## src/rtl/fdd_pkg.sv

```systemverilog
package fdd_pkg;

  // Which divisor the sequencer is currently applying.
  typedef enum logic {
    PH_A = 1'b0,
    PH_B = 1'b1
  } fdd_phase_e;

endpackage

```

## src/rtl/fdd_cfg_hold.sv

```systemverilog
// Shadow copy of the configuration; refreshed only when load_i is high.
module fdd_cfg_hold #(
  parameter int DW = 12,
  parameter int RW = 12
) (
  input  logic          clk_i,
  input  logic          rst_ni,
  input  logic          load_i,
  input  logic          dual_i,
  input  logic [DW-1:0] na_i,
  input  logic [RW-1:0] ma_i,
  input  logic [DW-1:0] nb_i,
  input  logic [RW-1:0] mb_i,
  output logic          dual_o,
  output logic [DW-1:0] na_o,
  output logic [RW-1:0] ma_o,
  output logic [DW-1:0] nb_o,
  output logic [RW-1:0] mb_o
);

  logic          dual_q, dual_d;
  logic [DW-1:0] na_q, na_d, nb_q, nb_d;
  logic [RW-1:0] ma_q, ma_d, mb_q, mb_d;

  always_comb begin
    dual_d = dual_q;
    na_d   = na_q;
    ma_d   = ma_q;
    nb_d   = nb_q;
    mb_d   = mb_q;
    if (load_i) begin
      dual_d = dual_i;
      na_d   = na_i;
      ma_d   = ma_i;
      nb_d   = nb_i;
      mb_d   = mb_i;
    end
  end

  always_ff @(posedge clk_i or negedge rst_ni) begin
    if (!rst_ni) begin
      dual_q <= 1'b0;
      na_q   <= '0;
      ma_q   <= '0;
      nb_q   <= '0;
      mb_q   <= '0;
    end else begin
      dual_q <= dual_d;
      na_q   <= na_d;
      ma_q   <= ma_d;
      nb_q   <= nb_d;
      mb_q   <= mb_d;
    end
  end

  assign dual_o = dual_q;
  assign na_o   = na_q;
  assign ma_o   = ma_q;
  assign nb_o   = nb_q;
  assign mb_o   = mb_q;

endmodule

```

## src/rtl/fdd_period_ctr.sv

```systemverilog
// Position inside the current output period; wraps after nsel_i.
module fdd_period_ctr #(
  parameter int DW = 12
) (
  input  logic          clk_i,
  input  logic          rst_ni,
  input  logic          en_i,
  input  logic [DW-1:0] nsel_i,
  output logic [DW-1:0] pcnt_o,
  output logic          prd_end_o
);

  localparam logic [DW-1:0] ONE = DW'(1);

  logic [DW-1:0] pcnt_q, pcnt_d;
  logic          last_cyc;

  assign last_cyc  = (pcnt_q == nsel_i);
  assign prd_end_o = en_i && last_cyc;

  always_comb begin
    pcnt_d = pcnt_q;
    if (en_i) begin
      if (last_cyc) pcnt_d = '0;
      else          pcnt_d = pcnt_q + ONE;
    end
  end

  always_ff @(posedge clk_i or negedge rst_ni) begin
    if (!rst_ni) pcnt_q <= '0;
    else         pcnt_q <= pcnt_d;
  end

  assign pcnt_o = pcnt_q;

  AST_PCNT_BOUND: assert property (@(posedge clk_i) disable iff (!rst_ni)
    en_i |-> (pcnt_q <= nsel_i));

  AST_PERIOD_WRAP: assert property (@(posedge clk_i) disable iff (!rst_ni)
    prd_end_o |=> (pcnt_q == '0));

endmodule

```

## src/rtl/fdd_phase_seq.sv

```systemverilog
// Repeat counter and divisor selection; flags the end of a full sequence.
module fdd_phase_seq
  import fdd_pkg::*;
#(
  parameter int RW = 12
) (
  input  logic          clk_i,
  input  logic          rst_ni,
  input  logic          dual_i,
  input  logic [RW-1:0] ma_i,
  input  logic [RW-1:0] mb_i,
  input  logic          prd_end_i,
  output logic          running_o,
  output fdd_phase_e    phase_o,
  output logic          seq_end_o
);

  localparam logic [RW-1:0] ONE = RW'(1);

  logic          run_q, run_d;
  fdd_phase_e    ph_q, ph_d;
  logic [RW-1:0] rcnt_q, rcnt_d;
  logic [RW-1:0] msel;
  logic          last_rep;

  assign msel     = (ph_q == PH_A) ? ma_i : mb_i;
  assign last_rep = (rcnt_q == msel);

  assign seq_end_o = run_q && prd_end_i &&
                     (!dual_i || (last_rep && (ph_q == PH_B)));

  always_comb begin
    run_d  = run_q;
    ph_d   = ph_q;
    rcnt_d = rcnt_q;
    if (!run_q) begin
      run_d  = 1'b1;
      ph_d   = PH_A;
      rcnt_d = '0;
    end else if (prd_end_i) begin
      if (!dual_i) begin
        ph_d   = PH_A;
        rcnt_d = '0;
      end else if (last_rep) begin
        rcnt_d = '0;
        ph_d   = (ph_q == PH_A) ? PH_B : PH_A;
      end else begin
        rcnt_d = rcnt_q + ONE;
      end
    end
  end

  always_ff @(posedge clk_i or negedge rst_ni) begin
    if (!rst_ni) begin
      run_q  <= 1'b0;
      ph_q   <= PH_A;
      rcnt_q <= '0;
    end else begin
      run_q  <= run_d;
      ph_q   <= ph_d;
      rcnt_q <= rcnt_d;
    end
  end

  assign running_o = run_q;
  assign phase_o   = ph_q;

  AST_REP_BOUND: assert property (@(posedge clk_i) disable iff (!rst_ni)
    (run_q && dual_i) |-> (rcnt_q <= msel));

  AST_SINGLE_STAYS_A: assert property (@(posedge clk_i) disable iff (!rst_ni)
    (run_q && !dual_i) |-> (ph_q == PH_A));

endmodule

```

## src/rtl/fdd_wave_gen.sv

```systemverilog
// Registered output stage: period strobe and divided clock level.
module fdd_wave_gen #(
  parameter int DW = 12
) (
  input  logic          clk_i,
  input  logic          rst_ni,
  input  logic          running_i,
  input  logic [DW-1:0] pcnt_i,
  input  logic [DW-1:0] nsel_i,
  output logic          tick_o,
  output logic          clk_o
);

  localparam logic [DW:0] ONE_EXT = (DW+1)'(1);

  logic [DW:0] n_len;
  logic [DW:0] hi_len;
  logic        tick_q, tick_d;
  logic        clk_q, clk_d;

  assign n_len  = {1'b0, nsel_i} + ONE_EXT;
  assign hi_len = (nsel_i == '0) ? ONE_EXT : (n_len >> 1);

  always_comb begin
    tick_d = running_i && (pcnt_i == '0);
    clk_d  = running_i && ({1'b0, pcnt_i} < hi_len);
  end

  always_ff @(posedge clk_i or negedge rst_ni) begin
    if (!rst_ni) begin
      tick_q <= 1'b0;
      clk_q  <= 1'b0;
    end else begin
      tick_q <= tick_d;
      clk_q  <= clk_d;
    end
  end

  assign tick_o = tick_q;
  assign clk_o  = clk_q;

endmodule

```

## src/rtl/fracdiv_dual.sv

```systemverilog
module fracdiv_dual
  import fdd_pkg::*;
#(
  parameter int DIV_W = 12,
  parameter int REP_W = 12
) (
  input  logic             clk_i,
  input  logic             rst_ni,
  input  logic             dual_en_i,
  input  logic [DIV_W-1:0] div_a_i,
  input  logic [REP_W-1:0] rep_a_i,
  input  logic [DIV_W-1:0] div_b_i,
  input  logic [REP_W-1:0] rep_b_i,
  output logic             clk_div_o,
  output logic             tick_o
);

  logic             c_dual;
  logic [DIV_W-1:0] c_na, c_nb, nsel, pcnt;
  logic [REP_W-1:0] c_ma, c_mb;
  logic             running, prd_end, seq_end, load;
  fdd_phase_e       phase;

  // Capture on the first cycle after reset and at every sequence end.
  assign load = !running || seq_end;
  assign nsel = (phase == PH_A) ? c_na : c_nb;

  fdd_cfg_hold #(.DW(DIV_W), .RW(REP_W)) u_cfg (
    .clk_i  (clk_i),
    .rst_ni (rst_ni),
    .load_i (load),
    .dual_i (dual_en_i),
    .na_i   (div_a_i),
    .ma_i   (rep_a_i),
    .nb_i   (div_b_i),
    .mb_i   (rep_b_i),
    .dual_o (c_dual),
    .na_o   (c_na),
    .ma_o   (c_ma),
    .nb_o   (c_nb),
    .mb_o   (c_mb)
  );

  fdd_period_ctr #(.DW(DIV_W)) u_prd (
    .clk_i     (clk_i),
    .rst_ni    (rst_ni),
    .en_i      (running),
    .nsel_i    (nsel),
    .pcnt_o    (pcnt),
    .prd_end_o (prd_end)
  );

  fdd_phase_seq #(.RW(REP_W)) u_seq (
    .clk_i     (clk_i),
    .rst_ni    (rst_ni),
    .dual_i    (c_dual),
    .ma_i      (c_ma),
    .mb_i      (c_mb),
    .prd_end_i (prd_end),
    .running_o (running),
    .phase_o   (phase),
    .seq_end_o (seq_end)
  );

  fdd_wave_gen #(.DW(DIV_W)) u_wave (
    .clk_i     (clk_i),
    .rst_ni    (rst_ni),
    .running_i (running),
    .pcnt_i    (pcnt),
    .nsel_i    (nsel),
    .tick_o    (tick_o),
    .clk_o     (clk_div_o)
  );

  AST_CFG_HELD: assert property (@(posedge clk_i) disable iff (!rst_ni)
    (running && !seq_end) |=> ($stable(c_dual) && $stable(c_na) && $stable(c_ma)
                               && $stable(c_nb) && $stable(c_mb)));

  AST_TICK_CLK_HIGH: assert property (@(posedge clk_i) disable iff (!rst_ni)
    tick_o |-> clk_div_o);

endmodule

```

## config.mk

```make
export PLATFORM = sky130hd
export DESIGN_NAME = fracdiv_dual
export DESIGN_NICKNAME = d
export VERILOG_FILES = /design/src/rtl/fdd_pkg.sv /design/src/rtl/fdd_cfg_hold.sv /design/src/rtl/fdd_period_ctr.sv /design/src/rtl/fdd_phase_seq.sv /design/src/rtl/fdd_wave_gen.sv /design/src/rtl/fracdiv_dual.sv
export SDC_FILE = /design/constraint.sdc
export NUM_CORES = 1
export LEC_CHECK = 0
export BUFFER_PORTS_ARGS = -buffer_cell sky130_fd_sc_hd__buf_2
export CORE_MARGIN = 2
export CORE_UTILIZATION = 61
export CTS_BUF_LIST = sky130_fd_sc_hd__clkbuf_2 sky130_fd_sc_hd__clkbuf_4 sky130_fd_sc_hd__clkbuf_8
export DETAILED_ROUTE_END_ITERATION = 8
export PLACE_DENSITY_LB_ADDON = 0.2
export SLEW_MARGIN = 20
export SYNTH_ARGS = -nofsm -noshare
export SYNTH_HDL_FRONTEND = slang
export SYNTH_SLANG_ARGS = --single-unit
```

## constraint.sdc

```tcl
create_clock -name clk_i -period 3.7 [get_ports clk_i]
set_input_delay 0.74 -clock clk_i [delete_from_list [all_inputs] [get_ports clk_i]]
set_output_delay 0.74 -clock clk_i [all_outputs]
set_load 0.05 [all_outputs]
```

-- Word-level counts from Yosys, hierarchy flattened
Index checks and enable logic that the tools add are counted.
- magnitude comparators: 1
- mux-type cells: 13
- reduce and logical (&&, ||, !) cells: 13
- shift operators: 0
- bitwise logic cells: 0
- add/sub/neg operators: 3
- divide/modulo/power cells: 0
- $mul: 0
- equal/unequal tests: 4
- operator list (operator ; count):
    12-bit two-way mux ; 8
    12-bit by 1-bit adder with 12-bit output, second input constant ; 2
    12-bit == test ; 2
    12-bit zero test ; 2
    12-bit by 1-bit adder with 13-bit output, second input constant ; 1
    12-bit by 13-bit less-than comparator with 1-bit output ; 1
    1-bit logical AND ; 6
    1-bit two-way mux ; 5
    3-bit inequality test, second input constant ; 1
    1-bit zero test ; 2
    1-bit logical OR ; 2
    2-bit by 1-bit inequality test with 1-bit output, second input constant ; 1
    2-bit AND reduction ; 1
- output and inout bits: 2
- memories kept: 0
- memory bits (writable): 0
- memory bits (read-only): 0
- bits in registers: 77
- bits in latches: 0
- input port bits: 51

-- Longest topological paths before layout
- depth after elaboration: 6
- gate-level depth with buffers: 18
- depth with buffers taken out: 15

-- Hierarchy
Synthesis repeated with hierarchy kept, for this count alone.
- cells, all modules: 374
- area, all modules: 4423.0 µm²
- by module, submodules not included (module ; instances ; seq. area each (µm²) ; cells each ; area an instance (µm²)):
    fdd_cfg_hold ; 1 ; 1226.2 ; 103 ; 1864.3
    fdd_phase_seq ; 1 ; 350.3 ; 105 ; 1009.7
    fdd_period_ctr ; 1 ; 300.3 ; 83 ; 795.8
    fdd_wave_gen ; 1 ; 50.0 ; 69 ; 563.0
    fracdiv_dual ; 1 ; 0.0 ; 14 ; 190.2

-- Worst setup path after synthesis
No wires, ideal clock.
- path kind: register to register
- from: reg u_seq.ph_q (netlist: u_seq.phase_o)
- to: reg u_wave.clk_q (netlist: u_wave.clk_o)
- slack: 339 ps
- required time: 3634 ps
- stages on the path, launching flop included: 18
- period minus slack after synthesis: 3361 ps
- arrival: 3295 ps
- path through: dfrtp_1 -> buf_6 -> buf_6 -> buf_6 -> buf_2 -> nand3_1 -> a21oi_1 -> nor3b_1 -> nor3b_1 -> nand2_1 -> xnor2_1 -> ha_1 -> a21oi_1 -> o21ai_0 -> a21o_1 -> a21o_1 -> a211oi_1 -> o31a_1
- word-level cells in the longest chain between the ends: 5
- ends and longest elaborated chain (item ; line ; RTL):
    start, declared ; fdd_phase_seq.sv:21 ; fdd_phase_e ph_q, ph_d;
    start signal, assigned ; fdd_phase_seq.sv:60 ; ph_q <= ph_d;
    12-bit two-way mux * ; fracdiv_dual.sv:26 ; assign nsel = (phase == PH_A) ? c_na : c_nb;
    12-bit by 1-bit adder with 13-bit output or 12-bit zero test (tied branches) ; fdd_wave_gen.sv:21, fdd_wave_gen.sv:22 ;
    12-bit two-way mux * ; fdd_wave_gen.sv:22 ; assign hi_len = (nsel_i == '0) ? ONE_EXT : (n_len >> 1);
    12-bit by 13-bit less-than comparator with 1-bit output * ; fdd_wave_gen.sv:26 ; clk_d = running_i && ({1'b0, pcnt_i} < hi_len);
    1-bit logical AND * ; fdd_wave_gen.sv:26 ;
    net u_wave.clk_d ; fdd_wave_gen.sv:19 ; logic clk_q, clk_d;
    end signal, assigned ; fdd_wave_gen.sv:35 ; clk_q <= clk_d;
    end, declared ; fdd_wave_gen.sv:19 ;
The timed path passes the listed nets; every way through them passes the cells marked *.
A chain may end at the register's enable or synchronous reset.

-- Final worst setup path
Ends and elaborated chain as after synthesis.

==> results_tabular.tex <==
\begin{tabular}{lr}
\hline
Metric & Value \\
\hline
\multicolumn{2}{l}{\textbf{Outcome}} \\
\quad Status & completed \\
\multicolumn{2}{l}{\textbf{Final layout}} \\
\quad Area of combinational cells with multiple inputs & 2320 um2 \\
\quad Diode insertion count for antenna repair & 0 \\
\quad NumNets Final & 507 \\
\quad Proportion of layout cells with a drive suffix above 1 & 0.256 \\
\quad Growth of design area from synthesis to finish & 11.9\% \\
\quad FF+latch area & 1930 um2 \\
\quad Post-route core utilization & 0.714 \\
\quad Cell area after layout & 4930 um2 \\
\quad Filler Cells Inserted & 495 \\
\multicolumn{2}{l}{\textbf{Routing}} \\
\quad Number of routed nets with antenna violations & 0 \\
\quad Drt first pass iters & 5 \\
\quad Number of vias after detailed routing & 3168 \\
\quad Via density per instance & 5.86 \\
\quad WL final & 9030 um \\
\quad Detailed Route Iter0 Violations & 234 \\
\quad DRC violations left & 0 \\
\quad Wire length per cell & 16.7 um \\
\multicolumn{2}{l}{\textbf{Placement}} \\
\quad Total of buffers placed on input and output ports & 52 \\
\quad Global placer's final weighted congestion & 0.867 \\
\quad Placed inst area & 4750 um2 \\
\quad Post-detailed-placement half-perimeter wirelength & 6540 um \\
\multicolumn{2}{l}{\textbf{Synth}} \\
\quad Async SR Flop Fraction & 1.00 \\
\quad Number of synthesized register bits & 77 \\
\quad Synthesized area & 4410 um2 \\
\quad Proportion of synthesized chip area in sequential cells & 0.437 \\
\quad Post-Synthesis Net Count & 453 \\
\quad Post-synth top flop & sky130\_fd\_sc\_hd\_\_dfrtp\_1 \\
\quad Number of warning messages in the yosys log & 0 \\
\quad Synthesized instance count & 386 \\
\quad Number of synthesized flops with an enable pin & 0 \\
\quad Number of distinct standard cells referenced by the synthesized netlist & 54 \\
\quad Syn\_area\_per\_cell & 11.4 um2 \\
\multicolumn{2}{l}{\textbf{GRT}} \\
\quad Antenna violations before repair & 0 \\
\quad Total overflow reported by the global router & 0 \\
\quad Wire length of the first global-routing pass & 15000 um \\
\quad Maximum number of pins on one net before global-route repair & 78 \\
\quad GR Util All Layers & 0.251 \\
\quad Vias in the first global route & 3035 \\
\multicolumn{2}{l}{\textbf{Clock tree}} \\
\quad Post-CTS Repair Setup Buffers & 0 \\
\quad Count of instances resized after the clock tree is built & 0 \\
\quad Worst-skew pair later-pin latency & 0.36 ns \\
\quad Clock root cell & sky130\_fd\_sc\_hd\_\_clkbuf\_8 \\
\quad Number of buffers inserted during clock tree synthesis & 9 \\
\quad Post-CTS clock slew at the launch and capture registers of the worst setup and hold paths & 0.09 ns \\
\quad CTS tree & yes \\
\quad Sinks on Clock Net & 77 \\
\quad H-tree depth reported by CTS & 3 \\
\quad Hold buffer count at cts & 0 \\
\quad Max Buffers Root-to-Sink & 2 \\
\multicolumn{2}{l}{\textbf{Timing}} \\
\quad Worst clock skew on the final layout & 0.0100 ns \\
\quad Total negative slack for setup checks & 0 ns \\
\quad Final Setup Violations & 0 \\
\quad Min Clock Period, post-route & 3.38 ns \\
\quad Setup repair after global routing missed its margin & no \\
\quad Number of pins exceeding their max-slew limit in the final report & 0 \\
\quad Achievable Freq & 0.296 GHz \\
\quad Period utilisation layout & 0.913 \\
\quad Remaining max-slew budget at the tightest pin & 0.366 \\
\quad Final Hold Viols & 0 \\
\quad Worst Max-Slew Pin Slew & 0.951 ns \\
\multicolumn{2}{l}{\textbf{Worst setup path}} \\
\quad Nature of the critical path startpoint & register \\
\quad Data arrival time of the worst path & 3.67 ns \\
\quad Bufs and invs on worst path & 1 \\
\quad Kind of end point of the critical path & register \\
\quad Required time worst endpoint & 3.99 ns \\
\quad Number of cells traversed by the worst register-to-register path & 15 \\
\quad Type of the worst setup path & reg -> reg \\
\quad Logic depth of the worst setup path including buffers & 15 \\
\quad Maximum net fanout on the critical path & 11 \\
\quad Worst reg2reg setup slack & 0.32 ns \\
\quad Critical-path cell list & mux2i\_2 > inv\_1 > ha\_1 > o21ai\_0 > nor4\_1 > nand2\_1 > xnor2\_1 > mux2i\_1 > ha\_1 > nand2\_1 > o21ai\_0 > a21o\_1 > a21o\_1 > a211oi\_1 > o31a\_1 \\
\quad Launching element of the worst setup path & u\_seq.phase\_o\$\_DFFE\_PN0P\_ \\
\quad End point of the critical path & u\_wave.clk\_o\$\_DFF\_PN0\_ \\
\quad Reg-to-Reg End & u\_wave.clk\_o\$\_DFF\_PN0\_ \\
\quad Crit-path slowest cell & sky130\_fd\_sc\_hd\_\_nor4\_1 \\
\quad Critical Path Max Stage Delay & 0.57 ns \\
\quad Top cell family by delay on the critical path & compound AO/OA/AOI/OAI gates \\
\quad Reg-to-reg critical path startpoint & u\_seq.phase\_o\$\_DFFE\_PN0P\_ \\
\multicolumn{2}{l}{\textbf{Worst hold path}} \\
\quad Hold Path Class & reg -> reg \\
\multicolumn{2}{l}{\textbf{Floorplan}} \\
\quad Die Y & 89.0 um \\
\quad Number of core rows & 30 \\
\quad Initial cell density of the core & 0.639 \\
\quad Area of the die & 7930 um2 \\
\quad Chip Width & 89.0 um \\
\quad Total core area & 6910 um2 \\
\quad Number of primary I/O pins & 53 \\
\multicolumn{2}{l}{\textbf{Run}} \\
\quad Max cap viols & 0 \\
\multicolumn{2}{l}{\textbf{Power}} \\
\quad Worst VDD drop & 287 uV \\
\quad Cell Pwr Density & 445 nW/um2 \\
\quad Leakage & 2.06 nW \\
\quad Power consumption & 2.19 mW \\
\hline
\end{tabular}
worst min-delay path by stage:
stage / startpoint / endpoint / slack (ns) / cells past startpoint
after detailed placement: u_cfg.ma_o[6]$_DFFE_PN0P_ / u_cfg.ma_o[6]$_DFFE_PN0P_ / 0.48 / 1
after global placement: u_cfg.mb_o[4]$_DFFE_PN0P_ / u_cfg.mb_o[4]$_DFFE_PN0P_ / 0.47 / 1
after global routing: u_cfg.ma_o[5]$_DFFE_PN0P_ / u_cfg.ma_o[5]$_DFFE_PN0P_ / 0.52 / 1
after CTS: u_cfg.ma_o[6]$_DFFE_PN0P_ / u_cfg.ma_o[6]$_DFFE_PN0P_ / 0.50 / 1
after floorplan: rst_ni / u_cfg.dual_o$_DFFE_PN0P_ / 0.44 / 0
final: u_cfg.mb_o[10]$_DFFE_PN0P_ / u_cfg.mb_o[10]$_DFFE_PN0P_ / 0.49 / 1
where the power goes:
part / internal [mW] / switching (mW) / leakage (nW) / total [mW]
clock: 0.253 / 0.345 / 0.0917 / 0.597
combinational: 0.267 / 0.246 / 1.02 / 0.514
sequential: 0.956 / 0.127 / 0.946 / 1.08
total: 1.48 / 0.718 / 2.06 / 2.19
final cells by class:
| type | count | area share |
|---|---|---|
| Multi-Input combinational cell | 278 | 0.470 |
| Sequential cell | 77 | 0.391 |
| Timing Repair Buffer | 59 | 0.0664 |
| Clock buffer | 9 | 0.0251 |
| Tap cell | 96 | 0.0243 |
| Clock inverter | 7 | 0.0119 |
| Inverter | 15 | 0.0114 |
sequential cells by signal, summed over array words and instances, names as in the netlist, 12 cells and up:
name and flops:
u_cfg.nb_o 12, u_seq.rcnt_q 12, u_cfg.mb_o 12, u_cfg.ma_o 12
u_cfg.na_o 12, u_prd.pcnt_o 12
layout by cell type, fill, tap and decap left out, drive strengths merged, types with 3 or more instances in the layout:
cell    instances
clkinv          5
nor4b           3
xor2           11
mux2           48
o32a            4
o21ai           8
nor3            5
ha             16
nand4           7
mux2i          27
clkbuf          9
nor4           12
nand3b          4
xnor2          32
a21oi          12
a22oi           3
buf            59
nand2          19
nand3          19
nor2            7
inv            16
o22ai           6
and3            4
a21o            5
dfrtp          77
synthesized netlist by cell type, types with 2 or more instances:
master / number / area share
sky130_fd_sc_hd__a21o_1: 5 / 0.0085
sky130_fd_sc_hd__nor3_1: 5 / 0.0057
sky130_fd_sc_hd__clkbuf_1: 5 / 0.0043
sky130_fd_sc_hd__dfrtp_1: 77 / 0.44
sky130_fd_sc_hd__nand2_1: 18 / 0.015
sky130_fd_sc_hd__nand4_1: 7 / 0.0099
sky130_fd_sc_hd__nand3b_1: 4 / 0.0068
sky130_fd_sc_hd__buf_2: 3 / 0.0034
sky130_fd_sc_hd__and3_1: 4 / 0.0057
sky130_fd_sc_hd__inv_1: 14 / 0.012
sky130_fd_sc_hd__a21oi_1: 11 / 0.012
sky130_fd_sc_hd__nor4b_1: 3 / 0.0060
sky130_fd_sc_hd__mux2_1: 20 / 0.051
sky130_fd_sc_hd__mux2_2: 28 / 0.071
sky130_fd_sc_hd__nor3b_1: 2 / 0.0034
sky130_fd_sc_hd__mux2i_4: 2 / 0.010
sky130_fd_sc_hd__a31oi_1: 2 / 0.0028
sky130_fd_sc_hd__mux2i_1: 22 / 0.050
sky130_fd_sc_hd__xor2_1: 11 / 0.022
sky130_fd_sc_hd__nor2_1: 7 / 0.0060
sky130_fd_sc_hd__o21ai_0: 8 / 0.0091
sky130_fd_sc_hd__nand3_1: 19 / 0.022
sky130_fd_sc_hd__nand2b_1: 2 / 0.0028
sky130_fd_sc_hd__o22ai_1: 6 / 0.0085
sky130_fd_sc_hd__nor4_1: 10 / 0.014
sky130_fd_sc_hd__and4_1: 2 / 0.0040
sky130_fd_sc_hd__ha_1: 16 / 0.045
sky130_fd_sc_hd__nor4_2: 2 / 0.0057
sky130_fd_sc_hd__a22o_1: 2 / 0.0040
sky130_fd_sc_hd__xnor2_1: 32 / 0.064
sky130_fd_sc_hd__mux2i_2: 3 / 0.0094
sky130_fd_sc_hd__buf_4: 2 / 0.0034
sky130_fd_sc_hd__buf_6: 6 / 0.015
sky130_fd_sc_hd__o32a_1: 4 / 0.0091
sky130_fd_sc_hd__a22oi_1: 3 / 0.0051
through the flow:
stage,hold WS [ns],setup slack [ns],cells
6_report,0.491,0.322,541
5_1_grt,0.520,0.0246,541
4_1_cts,0.496,0.313,541
3_5_place_dp,0.475,0.342,525
3_3_place_gp,0.468,0.505,525
2_1_floorplan,0.444,0.339,386
routing by layer:
| metal | GRT usage | wire [um] | vias up |
|---|---|---|---|
| li1 | - | - | 1521 |
| met1 | 0.380 | 4430 | 1543 |
| met2 | 0.372 | 4040 | 90 |
| met3 | 0.0425 | 427 | 14 |
| met4 | 0.0733 | 124 | 0 |
| met5 | 0 | 0 | - |
logic make-up after synthesis:
kind of cell             count (synthesis)  share of synthesized area
AND/OR/NAND/NOR                         90                      0.115
flip-flops                              77                      0.437
multiplexers                            75                      0.192
AO/OA/AOI/OAI                           53                     0.0848
XOR/XNOR                                43                     0.0854
buffers and inverters                   31                     0.0391
adder cells (fa/ha/maj)                 16                     0.0454
other                                    1                   0.000850
Power figures use the tool's default switching activity.
